File: src/rtl/sregport_pkg.sv
package sregport_pkg;

    // Access kind of one addressed location
    typedef enum logic [2:0] {
        RK_NONE,
        RK_RO,
        RK_WO,
        RK_RW,
        RK_STB
    } reg_kind_e;

endpackage

File: src/rtl/sregport_sync.sv
module sregport_sync #(
    parameter int                WIDTH   = 3,
    parameter int                STAGES  = 2,
    parameter logic [WIDTH-1:0]  RST_VAL = '0
) (
    input  logic             clk,
    input  logic             rst_n,
    input  logic [WIDTH-1:0] async_i,
    output logic [WIDTH-1:0] sync_o
);

    logic [STAGES-1:0][WIDTH-1:0] stage_d, stage_q;

    always_comb begin
        stage_d    = stage_q;
        stage_d[0] = async_i;
        for (int i = 1; i < STAGES; i++) begin
            stage_d[i] = stage_q[i-1];
        end
    end

    always_ff @(posedge clk or negedge rst_n) begin
        if (!rst_n) begin
            for (int i = 0; i < STAGES; i++) begin
                stage_q[i] <= RST_VAL;
            end
        end else begin
            stage_q <= stage_d;
        end
    end

    assign sync_o = stage_q[STAGES-1];

endmodule

File: src/rtl/sregport_frame.sv
module sregport_frame #(
    parameter int ADDR_W = 6,
    parameter int DATA_W = 24
) (
    input  logic              clk,
    input  logic              rst_n,
    input  logic              sclk_s,
    input  logic              csn_s,
    input  logic              sdi_s,
    input  logic [DATA_W-1:0] rdata_i,
    output logic [ADDR_W-1:0] rd_addr_o,
    output logic              wr_en_o,
    output logic [ADDR_W-1:0] wr_addr_o,
    output logic [DATA_W-1:0] wr_data_o,
    output logic              rd_active_o,
    output logic              sdo_o
);

    localparam int HDR_LEN   = 1 + ADDR_W;
    localparam int FRAME_LEN = HDR_LEN + DATA_W;
    localparam int CNT_W     = $clog2(FRAME_LEN + 1);

    typedef struct packed {
        logic                 sclk_prev;
        logic                 csn_prev;
        logic [CNT_W-1:0]     cnt;
        logic [FRAME_LEN-1:0] shin;
        logic [ADDR_W-1:0]    addr;
        logic                 load_pend;
        logic                 rd_active;
        logic [DATA_W-1:0]    shout;
        logic                 sdo;
        logic                 wr_en;
        logic [ADDR_W-1:0]    wr_addr;
        logic [DATA_W-1:0]    wr_data;
    } frame_st_t;

    frame_st_t d, q;
    logic      rise, fall;

    assign rise = sclk_s & ~q.sclk_prev;
    assign fall = ~sclk_s & q.sclk_prev;

    always_comb begin
        d           = q;
        d.sclk_prev = sclk_s;
        d.csn_prev  = csn_s;
        d.wr_en     = 1'b0;
        if (csn_s) begin
            // Frame end: commit only a complete write frame
            if (!q.csn_prev && q.cnt == CNT_W'(FRAME_LEN) && !q.shin[FRAME_LEN-1]) begin
                d.wr_en   = 1'b1;
                d.wr_addr = q.shin[DATA_W +: ADDR_W];
                d.wr_data = q.shin[DATA_W-1:0];
            end
            d.cnt       = '0;
            d.load_pend = 1'b0;
            d.rd_active = 1'b0;
            d.sdo       = 1'b0;
        end else begin
            // Extra clocks past a full frame are ignored
            if (rise && q.cnt != CNT_W'(FRAME_LEN)) begin
                d.shin = {q.shin[FRAME_LEN-2:0], sdi_s};
                d.cnt  = q.cnt + 1'b1;
                if (q.cnt == CNT_W'(HDR_LEN - 1) && d.shin[ADDR_W]) begin
                    d.addr      = d.shin[ADDR_W-1:0];
                    d.load_pend = 1'b1;
                end
            end
            if (q.load_pend) begin
                d.load_pend = 1'b0;
                d.rd_active = 1'b1;
                d.shout     = rdata_i;
                d.sdo       = 1'b0;
            end else if (fall && q.rd_active) begin
                d.sdo   = q.shout[DATA_W-1];
                d.shout = {q.shout[DATA_W-2:0], 1'b0};
            end
        end
    end

    always_ff @(posedge clk or negedge rst_n) begin
        if (!rst_n) begin
            q          <= '0;
            q.csn_prev <= 1'b1;
        end else begin
            q <= d;
        end
    end

    assign rd_addr_o   = q.addr;
    assign wr_en_o     = q.wr_en;
    assign wr_addr_o   = q.wr_addr;
    assign wr_data_o   = q.wr_data;
    assign rd_active_o = q.rd_active;
    assign sdo_o       = q.sdo;

    // Read data phase begins right after the header is complete
    assert_read_load_point_R7: assert property (@(posedge clk) disable iff (!rst_n)
        $rose(q.rd_active) |-> (q.cnt == CNT_W'(HDR_LEN)));

    // Read data bits change only after a falling serial clock edge
    assert_sdo_on_fall_R7: assert property (@(posedge clk) disable iff (!rst_n)
        (q.rd_active && $past(q.rd_active) && !$stable(q.sdo)) |-> $past(fall));

endmodule

File: src/rtl/sregport_regs.sv
module sregport_regs import sregport_pkg::*; #(
    parameter int                ADDR_W     = 6,
    parameter int                DATA_W     = 24,
    parameter logic [DATA_W-1:0] ID_VALUE   = 24'h5A0001,
    parameter logic [ADDR_W-1:0] ADDR_ID    = 6'h00,
    parameter logic [ADDR_W-1:0] ADDR_CFG_A = 6'h02,
    parameter logic [ADDR_W-1:0] ADDR_STAT  = 6'h07,
    parameter logic [ADDR_W-1:0] ADDR_WO    = 6'h06,
    parameter logic [ADDR_W-1:0] ADDR_CFG_B = 6'h1A,
    parameter int                STB_BASE   = 4,
    parameter int                NUM_STB    = 2
) (
    input  logic               clk,
    input  logic               rst_n,
    input  logic               wr_en_i,
    input  logic [ADDR_W-1:0]  wr_addr_i,
    input  logic [DATA_W-1:0]  wr_data_i,
    input  logic [ADDR_W-1:0]  rd_addr_i,
    input  logic [DATA_W-1:0]  stat_i,
    output logic [DATA_W-1:0]  rdata_o,
    output logic [DATA_W-1:0]  cfg_a_o,
    output logic [DATA_W-1:0]  cfg_b_o,
    output logic [DATA_W-1:0]  wo_o,
    output logic [NUM_STB-1:0] strobe_o
);

    typedef struct packed {
        logic [DATA_W-1:0]  cfg_a;
        logic [DATA_W-1:0]  cfg_b;
        logic [DATA_W-1:0]  wo;
        logic [NUM_STB-1:0] stb;
    } regs_st_t;

    regs_st_t           d, q;
    logic [NUM_STB-1:0] stb_hit;

    function automatic reg_kind_e kind_of(input logic [ADDR_W-1:0] a);
        reg_kind_e k;
        k = RK_NONE;
        if (a == ADDR_ID || a == ADDR_STAT)
            k = RK_RO;
        else if (a == ADDR_CFG_A || a == ADDR_CFG_B)
            k = RK_RW;
        else if (a == ADDR_WO)
            k = RK_WO;
        else if (int'(a) >= STB_BASE && int'(a) < STB_BASE + NUM_STB)
            k = RK_STB;
        return k;
    endfunction

    for (genvar g = 0; g < NUM_STB; g++) begin : g_stb
        assign stb_hit[g] = (int'(wr_addr_i) == STB_BASE + g);

        // A strobe never lasts more than one system clock
        assert_strobe_single_R4: assert property (@(posedge clk) disable iff (!rst_n)
            q.stb[g] |=> !q.stb[g]);
    end

    always_comb begin
        d     = q;
        d.stb = '0;
        if (wr_en_i) begin
            case (kind_of(wr_addr_i))
                RK_RW: begin
                    if (wr_addr_i == ADDR_CFG_A) d.cfg_a = wr_data_i;
                    else                         d.cfg_b = wr_data_i;
                end
                RK_WO:   d.wo  = wr_data_i;
                RK_STB:  d.stb = stb_hit;
                default: ;
            endcase
        end
    end

    always_ff @(posedge clk or negedge rst_n) begin
        if (!rst_n) q <= '0;
        else        q <= d;
    end

    always_comb begin
        case (kind_of(rd_addr_i))
            RK_RO:   rdata_o = (rd_addr_i == ADDR_ID) ? ID_VALUE : stat_i;
            RK_RW:   rdata_o = (rd_addr_i == ADDR_CFG_A) ? q.cfg_a : q.cfg_b;
            default: rdata_o = '0;
        endcase
    end

    assign cfg_a_o  = q.cfg_a;
    assign cfg_b_o  = q.cfg_b;
    assign wo_o     = q.wo;
    assign strobe_o = q.stb;

    // Write-only storage moves only on a committed write
    assert_wo_hold_R3: assert property (@(posedge clk) disable iff (!rst_n)
        !wr_en_i |=> $stable(q.wo));

endmodule

File: src/rtl/sregport_pinmux.sv
module sregport_pinmux (
    input  logic       rd_active_i,
    input  logic       sdo_i,
    input  logic       lock_i,
    input  logic [1:0] mode_a_i,
    input  logic [1:0] mode_b_i,
    output logic       pad_out_o,
    output logic       pad_oe_o
);

    logic lock_sel;

    // Only one exact combination shares the pin with lock detect
    assign lock_sel = (mode_a_i == 2'b11) && (mode_b_i == 2'b01);

    always_comb begin
        if (rd_active_i) begin
            pad_out_o = sdo_i;
            pad_oe_o  = 1'b1;
        end else if (lock_sel) begin
            pad_out_o = lock_i;
            pad_oe_o  = 1'b1;
        end else begin
            pad_out_o = 1'b0;
            pad_oe_o  = 1'b0;
        end
    end

endmodule

File: src/rtl/serial_regport.sv
module serial_regport #(
    parameter int          ADDR_W   = 6,
    parameter int          DATA_W   = 24,
    parameter logic [23:0] ID_VALUE = 24'h5A0001,
    parameter int          NUM_STB  = 2
) (
    input  logic               clk,
    input  logic               rst_n,
    input  logic               sclk,
    input  logic               csn,
    input  logic               sdi,
    input  logic               lock_det,
    input  logic [DATA_W-1:0]  status_in,
    output logic               pad_out,
    output logic               pad_oe,
    output logic [DATA_W-1:0]  ctrl_a,
    output logic [DATA_W-1:0]  ctrl_b,
    output logic [DATA_W-1:0]  wo_data,
    output logic [NUM_STB-1:0] strobe
);

    localparam int MODE_A_LSB = 0;
    localparam int MODE_B_LSB = 12;

    logic [2:0]        sync_s;
    logic              sclk_s, csn_s, sdi_s;
    logic [ADDR_W-1:0] rd_addr, wr_addr;
    logic [DATA_W-1:0] rdata, wr_data;
    logic              wr_en, rd_active, sdo;

    sregport_sync #(
        .WIDTH   (3),
        .STAGES  (2),
        .RST_VAL (3'b010)
    ) u_sync (
        .clk     (clk),
        .rst_n   (rst_n),
        .async_i ({sdi, csn, sclk}),
        .sync_o  (sync_s)
    );

    assign sclk_s = sync_s[0];
    assign csn_s  = sync_s[1];
    assign sdi_s  = sync_s[2];

    sregport_frame #(
        .ADDR_W (ADDR_W),
        .DATA_W (DATA_W)
    ) u_frame (
        .clk         (clk),
        .rst_n       (rst_n),
        .sclk_s      (sclk_s),
        .csn_s       (csn_s),
        .sdi_s       (sdi_s),
        .rdata_i     (rdata),
        .rd_addr_o   (rd_addr),
        .wr_en_o     (wr_en),
        .wr_addr_o   (wr_addr),
        .wr_data_o   (wr_data),
        .rd_active_o (rd_active),
        .sdo_o       (sdo)
    );

    sregport_regs #(
        .ADDR_W   (ADDR_W),
        .DATA_W   (DATA_W),
        .ID_VALUE (DATA_W'(ID_VALUE)),
        .NUM_STB  (NUM_STB)
    ) u_regs (
        .clk       (clk),
        .rst_n     (rst_n),
        .wr_en_i   (wr_en),
        .wr_addr_i (wr_addr),
        .wr_data_i (wr_data),
        .rd_addr_i (rd_addr),
        .stat_i    (status_in),
        .rdata_o   (rdata),
        .cfg_a_o   (ctrl_a),
        .cfg_b_o   (ctrl_b),
        .wo_o      (wo_data),
        .strobe_o  (strobe)
    );

    sregport_pinmux u_pinmux (
        .rd_active_i (rd_active),
        .sdo_i       (sdo),
        .lock_i      (lock_det),
        .mode_a_i    (ctrl_a[MODE_A_LSB +: 2]),
        .mode_b_i    (ctrl_b[MODE_B_LSB +: 2]),
        .pad_out_o   (pad_out),
        .pad_oe_o    (pad_oe)
    );

    logic lock_mode_chk;
    assign lock_mode_chk = (ctrl_a[MODE_A_LSB +: 2] == 2'b11) &&
                           (ctrl_b[MODE_B_LSB +: 2] == 2'b01);

    assert_idle_hiz_R5: assert property (@(posedge clk) disable iff (!rst_n)
        (!rd_active && !lock_mode_chk) |-> !pad_oe);

    assert_lock_follow_R6: assert property (@(posedge clk) disable iff (!rst_n)
        (!rd_active && lock_mode_chk) |-> (pad_oe && pad_out == lock_det));

    assert_read_drives_R7: assert property (@(posedge clk) disable iff (!rst_n)
        rd_active |-> (pad_oe && pad_out == sdo));

    assert_write_no_drive_R8: assert property (@(posedge clk) disable iff (!rst_n)
        wr_en |-> !rd_active);

endmodule

File: config.mk
export PLATFORM = sky130hd
export DESIGN_NAME = serial_regport
export DESIGN_NICKNAME = d
export VERILOG_FILES = /design/src/rtl/sregport_pkg.sv /design/src/rtl/sregport_sync.sv /design/src/rtl/sregport_frame.sv /design/src/rtl/sregport_regs.sv /design/src/rtl/sregport_pinmux.sv /design/src/rtl/serial_regport.sv
export SDC_FILE = /design/constraint.sdc
export NUM_CORES = 1
export LEC_CHECK = 0
export BUFFER_PORTS_ARGS = -buffer_cell sky130_fd_sc_hd__buf_2
export CAP_MARGIN = 25
export CORE_UTILIZATION = 25
export CTS_CLUSTER_SIZE = 8
export DETAILED_ROUTE_END_ITERATION = 10
export GPL_TIMING_DRIVEN = 0
export HOLD_SLACK_MARGIN = 0.06
export MAX_ROUTING_LAYER = met4
export PLACE_DENSITY = 0.43
export SYNTH_ARGS = -nofsm -noshare
export SYNTH_HDL_FRONTEND = slang
export SYNTH_SLANG_ARGS = --single-unit
export TNS_END_PERCENT = 50
File: constraint.sdc
create_clock -name clk -period 7.2 [get_ports clk]
set_input_delay 0.72 -clock clk [delete_from_list [all_inputs] [get_ports clk]]
set_output_delay 0.72 -clock clk [all_outputs]
set_load 0.01 [all_outputs]
==> results of run 1 <==
## worst reg2reg max path, delay by kind of cell (launching register included)
| kind | cells | cell delay (ps) |
|---|---|---|
| AND/OR/NAND/NOR | 3 | 950 |
| multiplexers | 1 | 380 |
| adder cells (fa/ha/maj) | 2 | 430 |
| buffers and inverters | 1 | 360 |
| flip-flops | 1 | 410 |
## state kept, by name (all words and copies together), names as in the netlist, 2 cells and up
name,flops
u_frame.rd_addr_o,6
u_frame.wr_data_o,24
u_frame.wr_addr_o,6
u_regs.strobe_o,2
u_regs.cfg_a_o,24
u_regs.cfg_b_o,24
u_frame.q,63
u_sync.sync_o,3
u_regs.wo_o,24
u_sync.stage_d,3
## cell usage after synthesis (2+ instances only)
cell | n | area share
and3_1 | 9 | 0.0075
nand2b_1 | 24 | 0.020
nand2_1 | 37 | 0.019
and2_1 | 3 | 0.0025
clkbuf_1 | 17 | 0.0085
nor4_1 | 3 | 0.0025
xor2_1 | 2 | 0.0023
inv_1 | 2 | 0.0010
nor3b_1 | 2 | 0.0020
a2111oi_0 | 3 | 0.0035
a222oi_1 | 19 | 0.025
mux2_2 | 140 | 0.21
nor3_1 | 9 | 0.0060
ha_1 | 3 | 0.0050
buf_4 | 3 | 0.0030
buf_6 | 4 | 0.0060
nor2_1 | 8 | 0.0040
buf_2 | 9 | 0.0060
dfrtp_1 | 179 | 0.60
dfstp_2 | 3 | 0.011
o221ai_1 | 23 | 0.027
a21oi_1 | 3 | 0.0020
and4bb_2 | 2 | 0.0033
## metal layers
metal,routed length [um],GRT usage,part of all wire
met3,813,0.0324,0.042
met2,9630,0.219,0.50
met1,8360,0.162,0.44
met5,0,-,0
met4,369,0.0453,0.019
## where the power goes
| group | switching [uW] | leakage (uW) | internal, uW |
|---|---|---|---|
| Clock | 414 | 0.000311 | 597 |
| Sequential | 26.1 | 0.00238 | 1050 |
| Combinational | 34.5 | 0.00198 | 27.8 |
## cell type report
type / instances / share of cell area
Sequential cell: 182 / 0.498
Multi-Input combinational cell: 309 / 0.298
Timing Repair Buffer: 106 / 0.0615
Tap cell: 384 / 0.0525
Clock buffer: 19 / 0.0484
Clock inverter: 13 / 0.0213
Buffer: 33 / 0.0193
Inverter: 2 / 0.000820
## worst max-delay path by stage
| stage | to | cells after the start |
|---|---|---|
| 2_1_floorplan | u_frame.q[65] | 7 |
| 3_3_place_gp | u_regs.strobe_o[1] | 1 |
| 3_5_place_dp | u_frame.q[67] | 7 |
| 4_1_cts | u_frame.q[67] | 7 |
| 5_1_grt | u_frame.q[67] | 7 |
| 6_report | u_frame.q[67] | 7 |
## logic make-up (layout without fill, tap and decap cells)
group / Yosys count / in the layout / share of synthesized area
muxes: 141 / 141 / 0.212
DFF: 182 / 182 / 0.610
buffers and inverters: 35 / 173 / 0.0246
AOI/OAI and AO/OA: 53 / 53 / 0.0630
adders and majority gates: 3 / 3 / 0.00503
and+or+nand+nor: 110 / 110 / 0.0824
xor gates and xnor gates: 2 / 2 / 0.00235
## metrics by stage
step	cell area [sq um]	hold slack, ps
2_1_floorplan	7470	331
3_3_place_gp	8480	336
3_5_place_dp	8510	339
4_1_cts	9150	253
5_1_grt	9150	270
6_report	9150	243
==> results by group, run 1 <==
Min path
  • Hold Crit Class: primary input to asynchronous set/reset pin

Route
  • Vias: around 4800
  • DRT iter0 DRCs: between 300 and 400
  • Detail Route Antenna Nets: 0
  • 1st-pass router iterations: 8
  • DR DRC count: 0
  • Wire length per cell: about 18 um
  • Routed vias/inst: around 4.6
  • Final WL: 19200 um

Placement
  • Number of port buffers: about 110
  • Placer Congestion: 0.750
  • Post-place setup slack: roughly 4600 ps
  • DP Wirelength: 13600 um
  • Placed cells: slightly above 1000

Pwr
  • Total chip power: between 2000 and 2500 uW
  • Power Density: approximately 230 nW/um^2
  • P_leak: about 0.0047 uW
  • Max VDD drop: ~0.17 mV

Clock tree
  • Post-CTS Hold Fix Bufs: 0
  • H-tree levels: 4
  • CTS Buf Count: 17
  • CTS tree: yes
  • Post-CTS Setup Bufs: 0
  • Worst-path clk slew: ~70 ps
  • Clock Tree Buf Depth: 2
  • Worst skew pair latency: between 400 and 500 ps
  • Resize count post-CTS: 0
  • Sink Count: ~180
  • Root Buffer: clkbuf_16

Die
  • Die Wd: between 150 and 200 um
  • Die H: about 170 um
  • Die ar.: 30600 sq um
  • FP Rows: 62
  • Core box area: about 29000 sq um
  • I/O pin cnt: 106
  • Initial Util: 0.257

Timing
  • Setup TNS: 0 ps
  • Slew headroom: 0.470
  • Worst Skew: 16.1 ps
  • Slew @ Worst Pin: roughly 790 ps
  • Setup WS post-layout: about 4600 ps
  • Final Max Tran Viols: 0
  • RSZ-0062 raised after global routing: no
  • # setup viols final: 0
  • Tmin final: around 2600 ps
  • Fmax: between 300 and 400 MHz
  • Final period util: 0.366
  • Fin. Hold Viols: 0

Cells and area
  • Most frequent cells in the layout: dfrtp_1 (179), mux2_2 (140), buf_2 (113)
  • Register area: around 4600 sq um
  • Final Non-Filler Cells: ~1000
  • Synth-to-layout area growth: 22.5%
  • Antenna Cells: 0
  • Share of cells above drive strength 1: 0.459
  • Commonest non-fill, non-tap cell in the layout: dfrtp_1
  • Fillers: 2941
  • Nets: 684
  • Area of the multi-input gates: ~2700 sq um
  • Utilization after layout: 0.315

Status
  • Status: finished, final reports clean

Logic synthesis
  • Register area share after synthesis: 0.610
  • Synth Warn #: 0
  • Synthesized flop and latch total: 182
  • Mapped cell area: between 7000 and 8000 sq um
  • Mean Syn Cell Area: between 10 and 15 sq um
  • FFs w/ async S/R, synth: 1.00
  • Syn nets: ~560
  • Post-synth EDFFs: 0
  • Synth unique cells: 42
  • Syn Inst Count: approximately 530
  • Top_reg_cell synth: dfrtp_1

Setup path
  • Max incr delay on CP: 540 ps
  • Reg2reg setup slack: approximately 4600 ps
  • Worst Path Buf+Inv: 1
  • CP startpoint kind: register
  • Crit. End Element: register
  • R2R depth: 7
  • Worst EP arrival: slightly below 3000 ps
  • Crit Path Class: register to register
  • R2R Path Start: u_frame.q[95]
  • Crit path cell chain: ha_1 -> and3_1 -> ha_1 -> or3b_2 -> nor2_2 -> buf_2 -> mux2_2
  • Reg-to-Reg End: u_frame.q[67]
  • Worst path top cell family by delay: simple AND/OR/NAND/NOR gates
  • Crit path max fanout: 10
  • Setup crit start: u_frame.q[95]
  • Slowest-stage cell, CP: or3b_2
  • Cell repeated most along the worst path: ha_1
  • WP data required: between 7000 and 8000 ps

Global route
  • Total congestion overflow: 0
  • Largest net degree at the start of global routing: 113
  • Vias in the first global route: about 5100
  • Tot GR Track Use: 0.134
  • First-pass GRT wire length: between 30000 and 40000 um
  • Antenna violations before repair: 0

Job
  • Max_cap viols: 0
Power figures use the tool's default switching activity.
==> run 2: changes to the inputs <==
Settings changed: ABC_AREA set to 1.
Clock period 7.2 ns to 2.7 ns, I/O delays scaled along.
==> run 2 against run 1 <==
Compared with the run above:
- global-route usage grew 2.8 points
- sequential power grew to 2.6 times the previous value
- flip-flop and latch count unchanged
- non-clock buffer count increased by 21
- clock power up 150%
- clock-buffer cell count up 1
- critical path type unchanged
- largest power group unchanged
==> results by group, run 2 <==
Route
  • Final WL: 24100 um
  • Wire length per cell: ~17 um
  • Routed vias/inst: about 4.4
  • 1st-pass router iterations: 4
  • Detail Route Antenna Nets: 0
  • DR DRC count: 0
  • DRT iter0 DRCs: ~480
  • Vias: approximately 6300

Cells and area
  • Commonest non-fill, non-tap cell in the layout: nand2_1
  • Nets: 1048
  • Largest Register: u_frame.q
  • Max FFs per register: 63
  • Antenna Cells: 0
  • Share of cells above drive strength 1: 0.188
  • Design Area, Final: between 9000 and 10000 sq um
  • Most frequent cells in the layout: nand2_1 (306), dfrtp_1 (179), buf_2 (124)
  • Synth-to-layout area growth: 21.5%
  • Utilization after layout: 0.309

Global route
  • Busiest layer in global routing: met2
  • M1 GR Usage: 0.222
  • Largest net degree at the start of global routing: ~110
  • M3 GR Usage: 0.0209
  • GR Layer Usage met2: 0.249
  • Antenna violations before repair: 0
  • First-pass GRT wire length: ~38000 um
  • Vias in the first global route: approximately 6400
  • Total congestion overflow: 0
  • Tot GR Track Use: 0.162

Logic synthesis
  • Mapped cell area: approximately 8000 sq um
  • Post-synth top area share: 0.577
  • Post-synthesis compound-gate area fraction: 0.125
  • FFs w/ async S/R, synth: 1.00
  • Count leader, synth: nand2_1
  • Top cells by area, synth: dfrtp_1 (58%), nand2_1 (15%), o21ai_0 (7.9%)
  • Mux share of post-synthesis cell area: 0
  • Simple-gate share of the synthesized area: 0.220
  • Synth area leader: dfrtp_1
  • Commonest cells post-synth: nand2_1 (306), dfrtp_1 (179), o21ai_0 (123)
  • Synth Warn #: 0
  • Syn nets: around 900
  • Mean Syn Cell Area: about 8.8 sq um
  • Synth Area in Adders: 0.00483
  • Top_reg_cell synth: dfrtp_1
  • Synth unique cells: 32
  • Register area share after synthesis: 0.587
  • Syn Inst Count: between 800 and 900
  • Synthesized flop and latch total: between 150 and 200
  • Post-synth EDFFs: 0
  • Synth Area in XOR/XNOR: 0.00225
  • Largest family of logic cells by synthesized area: simple AND/OR/NAND/NOR gates

Status
  • Status: finished, final reports clean

Timing
  • Setup WS post-layout: 497 ps
  • # setup viols final: 0
  • Setup TNS: 0 ps
  • Fin. Hold Viols: 0
  • RSZ-0062 raised after global routing: no
  • Slew @ Worst Pin: between 600 and 700 ps
  • Final Max Tran Viols: 0
  • Tmin final: roughly 2200 ps
  • Worst Skew: 18.9 ps
  • Final period util: 0.816
  • Fmax: 454 MHz
  • Slew headroom: 0.572

Job
  • Max_cap viols: 0

Setup path
  • Max incr delay on CP: 420 ps
  • Crit path max fanout: 10
  • CP startpoint kind: register
  • Crit Path Class: register to register
  • Worst EP arrival: 2510 ps
  • Slowest-stage cell, CP: dfrtp_1
  • Crit. End Element: register
  • Crit path cell chain: ha_1 -> nand2_1 -> nor2_1 -> ha_1 -> nor2_1 -> nand3_2 -> inv_2 -> nand4_1 -> buf_2 -> nand2_1 -> o21ai_1
  • WP data required: 3000 ps

Pwr
  • Power Density: 575 nW/um^2
  • P_leak: approximately 0.0045 uW
  • Max VDD drop: 0.350 mV

Clock tree
  • Root Buffer: clkbuf_16
  • Worst skew pair latency: 430 ps
  • Resize count post-CTS: 0
  • Clock Tree Buf Depth: 2
  • Worst-path clk slew: roughly 70 ps
  • Sink Count: 182
  • CTS tree: yes
  • H-tree levels: 4
  • CTS Buf Count: 17

Min path
  • Hold Crit Class: primary input to register

Die
  • Die Wd: roughly 180 um
  • FP Rows: 64
  • I/O pin cnt: ~110
  • Die ar.: ~32000 sq um
  • Core box area: a little over 30000 sq um
  • Die H: ~180 um
  • Initial Util: 0.254

Placement
  • DP Wirelength: roughly 18000 um
  • Post-place setup slack: just under 500 ps
  • Placer Congestion: around 0.81
  • Area post-placement: about 8800 sq um
  • Number of port buffers: approximately 110
## run 2: changes by cell type after synthesis, moves of 26 or more
cell	before	now
nor2_1	8	35
nand4_1	1	27
o21ai_0	1	123
nand2_1	37	306
inv_1	2	50
mux2_2	140	0
a21oi_1	3	38
## run 2: metal layers
metal	wire, um	vias up	part of all wire
met3	700	17	0.029
met2	11100	100	0.46
met4	425	0	0.018
li1	-	3130	-
met1	11800	3055	0.49
met5	0	-	0
## run 2: cell families (layout without fill, tap and decap cells)
kind of cell	Yosys count	after routing
and+or+nand+nor	409	409
xor gates and xnor gates	2	2
buffers and inverters	105	247
AOI/OAI and AO/OA	185	185
DFF	182	182
adders and majority gates	3	3
## run 2: final cells by class
cell class | count | area, sq um
Fill cell | 3336 | 21100
Sequential cell | 182 | 4560
Multi-Input combinational cell | 599 | 2740
Timing Repair Buffer | 110 | 603
Tap cell | 396 | 495
Clock buffer | 20 | 457
Buffer | 50 | 265
Inverter | 55 | 206
Clock inverter | 12 | 118
## run 2: final timing paths
kind,startpoint,endpoint,slack [ps],cells after the start
setup / recovery,u_frame.q[96],u_frame.rd_addr_o[2],500,11
hold / removal,status_in[4],u_frame.q[36],190,5
setup reg to reg,u_frame.q[96],u_frame.rd_addr_o[2],500,11
hold reg to reg,u_sync.stage_d[3],u_sync.sync_o[0],350,0
max in group asynchronous,rst_n,u_regs.wo_o[23],1300,3
min in group asynchronous,rst_n,u_sync.sync_o[0],420,2
## run 2: power breakdown
| group | total (uW) | switching, uW | internal, uW |
|---|---|---|---|
| Clock | 2480 | 1140 | 1330 |
| Sequential | 2800 | 33.9 | 2760 |
| Combinational | 153 | 110 | 43.5 |
## run 2: per-stage QoR
stage / instances / hold WS (ps) / total power (uW)
after floorplan: 886 / -25.6 / 2880
after global placement: 1387 / 336 / 3000
after detailed placement: 1388 / 313 / 3010
after CTS: 1424 / 165 / 5500
after global routing: 1424 / 206 / 5630
final: 1424 / 191 / 5430
## run 2: repair_timing
item / CTS / global route
hold endpoints to repair: 77 / 0
buffers inserted: 0 / 0
hold buffers: 4 / 0
## run 2: worst max-delay path: cells and delay by family (launching register included)
kind | cells | cell delay [ps]
DFF | 1 | 420
adders and majority gates | 2 | 410
and+or+nand+nor | 6 | 730
buffers and inverters | 2 | 450
AOI/OAI and AO/OA | 1 | 60
